==> src/rtl/prog_seq_pkg.sv <==
package prog_seq_pkg;

  typedef enum logic [2:0] {
    CMD_NONE = 3'd0,
    CMD_ADV  = 3'd1,
    CMD_PB   = 3'd2,
    CMD_BR   = 3'd3,
    CMD_CALL = 3'd4,
    CMD_RET  = 3'd5
  } seq_cmd_e;

endpackage

==> src/rtl/prog_seq_cmd_arb.sv <==
module prog_seq_cmd_arb
  import prog_seq_pkg::*;
(
  input  logic     adv_i,
  input  logic     branch_i,
  input  logic     call_i,
  input  logic     ret_i,
  input  logic     pb_load_i,
  output seq_cmd_e cmd_o
);

  always_comb begin
    if (ret_i)          cmd_o = CMD_RET;
    else if (call_i)    cmd_o = CMD_CALL;
    else if (branch_i)  cmd_o = CMD_BR;
    else if (pb_load_i) cmd_o = CMD_PB;
    else if (adv_i)     cmd_o = CMD_ADV;
    else                cmd_o = CMD_NONE;
  end

endmodule

==> src/rtl/prog_seq_lfsr_step.sv <==
module prog_seq_lfsr_step #(
  parameter int unsigned W      = 6,
  parameter int unsigned TAP_HI = 5,
  parameter int unsigned TAP_LO = 4
) (
  input  logic [W-1:0] cur_i,
  output logic [W-1:0] nxt_o
);

  localparam logic [W-1:0] LOCKUP = {W{1'b1}};

  logic         fb;
  logic [W-1:0] shifted;

  // XNOR feedback: all-zero is a legal state, all-ones is the dead state
  assign fb = ~(cur_i[TAP_HI] ^ cur_i[TAP_LO]);

  assign shifted[0] = fb;
  for (genvar b = 1; b < W; b++) begin : g_shift
    assign shifted[b] = cur_i[b-1];
  end

  assign nxt_o = (cur_i == LOCKUP) ? '0 : shifted;

endmodule

==> src/rtl/prog_seq_sub_ctrl.sv <==
module prog_seq_sub_ctrl
  import prog_seq_pkg::*;
#(
  parameter int unsigned PC_W = 6
) (
  input  logic            clk_i,
  input  logic            rst_ni,
  input  seq_cmd_e        cmd_i,
  input  logic [PC_W-1:0] ret_pt_i,
  output logic            in_sub_o,
  output logic            call_take_o,
  output logic            ret_take_o,
  output logic [PC_W-1:0] ret_addr_o
);

  logic            in_sub_q;
  logic [PC_W-1:0] ret_q;

  assign call_take_o = (cmd_i == CMD_CALL) && !in_sub_q;
  assign ret_take_o  = (cmd_i == CMD_RET)  &&  in_sub_q;

  always_ff @(posedge clk_i or negedge rst_ni) begin
    if (!rst_ni) begin
      in_sub_q <= 1'b0;
      ret_q    <= '0;
    end else if (call_take_o) begin
      in_sub_q <= 1'b1;
      ret_q    <= ret_pt_i;
    end else if (ret_take_o) begin
      in_sub_q <= 1'b0;
    end
  end

  assign in_sub_o   = in_sub_q;
  assign ret_addr_o = ret_q;

endmodule

==> src/rtl/prog_seq.sv <==
module prog_seq
  import prog_seq_pkg::*;
#(
  parameter int unsigned PC_W   = 6,
  parameter int unsigned PAGE_W = 4,
  parameter int unsigned TAP_HI = 5,
  parameter int unsigned TAP_LO = 4
) (
  input  logic                   clk_i,
  input  logic                   rst_ni,
  input  logic                   adv_i,
  input  logic                   branch_i,
  input  logic                   call_i,
  input  logic                   ret_i,
  input  logic                   pb_load_i,
  input  logic [PC_W-1:0]        target_i,
  output logic [PAGE_W+PC_W-1:0] rom_addr_o
);

  seq_cmd_e          cmd;
  logic [PC_W-1:0]   pc_q, pc_d, pc_adv, ret_addr;
  logic [PAGE_W-1:0] page_q, page_d, pb_q, pb_d;
  logic              in_sub_q, call_take, ret_take;

  prog_seq_cmd_arb u_arb (
    .adv_i     (adv_i),
    .branch_i  (branch_i),
    .call_i    (call_i),
    .ret_i     (ret_i),
    .pb_load_i (pb_load_i),
    .cmd_o     (cmd)
  );

  prog_seq_lfsr_step #(
    .W      (PC_W),
    .TAP_HI (TAP_HI),
    .TAP_LO (TAP_LO)
  ) u_step (
    .cur_i (pc_q),
    .nxt_o (pc_adv)
  );

  prog_seq_sub_ctrl #(
    .PC_W (PC_W)
  ) u_sub (
    .clk_i       (clk_i),
    .rst_ni      (rst_ni),
    .cmd_i       (cmd),
    .ret_pt_i    (pc_adv),
    .in_sub_o    (in_sub_q),
    .call_take_o (call_take),
    .ret_take_o  (ret_take),
    .ret_addr_o  (ret_addr)
  );

  always_comb begin
    pc_d   = pc_q;
    page_d = page_q;
    pb_d   = pb_q;
    unique case (cmd)
      CMD_ADV: pc_d = pc_adv;
      CMD_PB:  pb_d = target_i[PAGE_W-1:0];
      CMD_BR: begin
        pc_d = target_i;
        if (!in_sub_q) page_d = pb_q;
      end
      CMD_CALL: if (call_take) begin
        pc_d   = target_i;
        page_d = pb_q;
        pb_d   = page_q;
      end
      CMD_RET: if (ret_take) begin
        pc_d   = ret_addr;
        page_d = pb_q;
        pb_d   = page_q;
      end
      default: ;
    endcase
  end

  always_ff @(posedge clk_i or negedge rst_ni) begin
    if (!rst_ni) begin
      pc_q   <= '0;
      page_q <= '0;
      pb_q   <= '0;
    end else begin
      pc_q   <= pc_d;
      page_q <= page_d;
      pb_q   <= pb_d;
    end
  end

  assign rom_addr_o = {page_q, pc_q};

endmodule

==> config.mk <==
export PLATFORM = sky130hd
export DESIGN_NAME = prog_seq
export DESIGN_NICKNAME = d
export VERILOG_FILES = /design/src/rtl/prog_seq_pkg.sv /design/src/rtl/prog_seq_cmd_arb.sv /design/src/rtl/prog_seq_lfsr_step.sv /design/src/rtl/prog_seq_sub_ctrl.sv /design/src/rtl/prog_seq.sv
export SDC_FILE = /design/constraint.sdc
export NUM_CORES = 1
export LEC_CHECK = 0
export ABC_CLOCK_PERIOD_IN_PS = 1800
export BUFFER_PORTS_ARGS = -buffer_cell sky130_fd_sc_hd__buf_2
export CORE_ASPECT_RATIO = 1.5
export CORE_UTILIZATION = 55
export CTS_BUF_LIST = sky130_fd_sc_hd__clkbuf_4
export CTS_CLUSTER_SIZE = 24
export DETAILED_ROUTE_END_ITERATION = 16
export PLACE_DENSITY = 0.92
export SLEW_MARGIN = 20
export SYNTH_ARGS = -nofsm -noshare
export SYNTH_HDL_FRONTEND = slang
export SYNTH_SLANG_ARGS = --single-unit
export TNS_END_PERCENT = 20
==> constraint.sdc <==
create_clock -name clk_i -period 1.8 [get_ports clk_i]
set_input_delay 0.27 -clock clk_i [delete_from_list [all_inputs] [get_ports clk_i]]
set_output_delay 0.27 -clock clk_i [all_outputs]
set_load 0.05 [all_outputs]
==> impl_metrics.ini <==
[run_status]
status = completed

[floorplanning]
core_area_sq_um = 1850
die-height_microns = 56.7
pin_count = 23
start_util_pct = 59.2
die_w_microns = 38.5
rows = 19
die_area_sq_um = 2180

[drt]
wl_met3_microns = 84
drt-initial-drc-count = 16
drtAntennaViolNets = 0
top_layer = met4
first_pass_iters = 4
wl_per_cell_microns = 14.2
remaining_drc_errors = 0
vias = 869
vias_per_cell = 5.72
met2_length_microns = 1200
wl_met1_microns = 847
finalWirelength_microns = 2170

[setup_path]
crit_family = multiplexers
crit_arrival_ns = 1.77
slowest_stage = dfrtp_1
start_kind = flop
cp_cell_sequence = mux2_2 > o211ai_4 > mux2_4
crit_path_max_fanout = 6
critPathBufInv = 0
required_ns = 1.99
path_class = reg2reg
cpPeakStageDelay_ns = 0.42
cp-end-kind = flop

[pwr]
peakVddDrop_v = 0.00101
powerDensity_nw_per_um2 = 1400
leakagePower_nw = 0.587

[cts]
htreeDepth = 1
cts_tree = yes
post_cts_buffers = 0
cts_max_path_buffers = 2
cts_resized = 0
cts.sinks = 21
holdBufCountCts = 1
clk_pin_slew_ns = 0.11
clk_latency_ns = 0.30
cts-root-buf = clkbuf_4
cts_buffers = 3

[synthesis]
yosysWarningCount = 0
synth_async_sr_flop_share_pct = 100
ys_ff_latch = 21
ys.flop_type = dfrtp_1
synth_cell_types = 27
synthCells = 106
avgSynthCellArea_sq_um = 10.4
synth_edf_count = 0
netlist_area_sq_um = 1100
yosysSeqAreaShare_pct = 47.9
syn-num-nets = 120

[run]
maxCapViolCount = 0

[timing]
tightest_slew_ns = 0.454
max_freq_mhz = 634
layout_worst_path_cycle_share_pct = 87.7
rsz0062_at_grt = no
period_minus_slack_ns = 1.58
hold_viol_final = 0
maxSlewViolCount = 0
fin_skew_ns = 0.00303
fin_tns_setup_ns = 0
relSlewSlack_pct = 69.7
finalSetupViolCount = 0

[grt]
grt_usage_pct = 24.0
grt_pass1_vias = 895
gr-total-overflow = 0
antenna_found_initial = 0
grt_pass1_wl_microns = 3800
grt_max_degree = 22

[layout]
multiInputGateArea_sq_um = 514
final_nets = 146
antennaDiodeCount = 0
final_layout_size_suffix_gt1_share_pct = 29.8
syn_to_final_growth_pct = 14.6
seq_area_sq_um = 526
fillers = 143
final_core_util_pct = 67.8

[placed_design]
hpwlAfterDp_microns = 1640
portBuffers = 22
place_congestion = 0.783

[worst_hold_path]
hold_class = in2reg
-- registers in the layout, indices dropped and copies added (netlist names) --
| name | flops |
|---|---|
| pc_q | 6 |
| u_sub.ret_addr_o | 6 |
| pb_q | 4 |
| page_q | 4 |
| u_sub.in_sub_o | 1 |
-- cell usage in the layout (no fill, tap or decap), types with 5 or more instances in the layout --
cell type	netlist	layout
mux2i_1	7	7
o21ai_0	12	12
dfrtp_1	21	21
buf_2	1	22
inv_1	7	7
mux2_2	5	5
a21oi_1	6	6
nand2_1	13	13
nor2_1	8	8
-- Yosys cell counts, types with 2 or more instances --
| library cell | n | area, sq um |
|---|---|---|
| a21oi_1 | 6 | 30.0 |
| a221oi_1 | 2 | 17.5 |
| a31oi_1 | 2 | 12.5 |
| buf_6 | 2 | 22.5 |
| dfrtp_1 | 21 | 526 |
| inv_1 | 7 | 26.3 |
| mux2_2 | 5 | 56.3 |
| mux2_4 | 3 | 45.0 |
| mux2i_1 | 7 | 70.1 |
| nand2_1 | 13 | 48.8 |
| nor2_1 | 8 | 30.0 |
| nor3_1 | 4 | 20.0 |
| o21ai_0 | 12 | 60.1 |
-- final timing paths --
check                                         start                   to  depth (start not counted)  slack (ns)
max in group asynchronous                    rst_ni  u_sub.ret_addr_o[2]                          2        1.05
worst min-delay path                    target_i[1]              pb_q[1]                          3        0.29
worst min register to register  u_sub.ret_addr_o[1]  u_sub.ret_addr_o[1]                          2        0.49
min in group asynchronous                    rst_ni              pc_q[0]                          2        0.44
worst max register to register       u_sub.in_sub_o              pc_q[2]                          3        0.22
worst max-delay path                 u_sub.in_sub_o              pc_q[2]                          3        0.22
-- tightest hold or removal path, delay by kind of cell --
family                 cells  cell delay, ns
AOI/OAI and AO/OA          1            0.13
muxes                      1            0.06
buffers and inverters      1            0.09
-- area by class of cell --
type | count | share of cell area, %
clock buffers | 4 | 2.39
repair buffers | 25 | 10.7
flip-flops and latches | 21 | 41.8
multi-input cells | 74 | 40.9
well taps | 21 | 2.09
inverters | 7 | 2.09
-- logic make-up after synthesis --
group | after synthesis | synth area share, %
AND/OR/NAND/NOR | 31 | 12.5
buffers and inverters | 11 | 5.24
multiplexers | 15 | 15.6
flip-flops | 21 | 47.9
AO/OA/AOI/OAI | 27 | 17.6
adder cells (fa/ha/maj) | 1 | 1.14
-- where the power goes --
part           switching, mW  internal [mW]
combinational          0.523          0.250
clock                  0.135          0.101
sequential             0.120          0.634
total                  0.778          0.985
-- stage by stage --
step	power, mW	cell area (sq um)	hold slack, ns	cells	worst slack (ns)
detailed placement	1.54	1220	0.245	147	0.212
global route	1.88	1260	0.305	152	0.119
finish	1.76	1260	0.289	152	0.222
CTS	1.78	1260	0.288	152	0.226
floorplan	1.34	1100	-0.0256	106	0.0596
global placement	1.51	1220	0.235	147	0.256
-- metal layers --
layer	vias to the layer above	track usage [%]
met5	-	0
met4	0	8.87
met3	6	3.95
met2	32	41.9
met1	408	28.0
li1	423	-
Note: power is estimated with default switching activity, not from simulation.
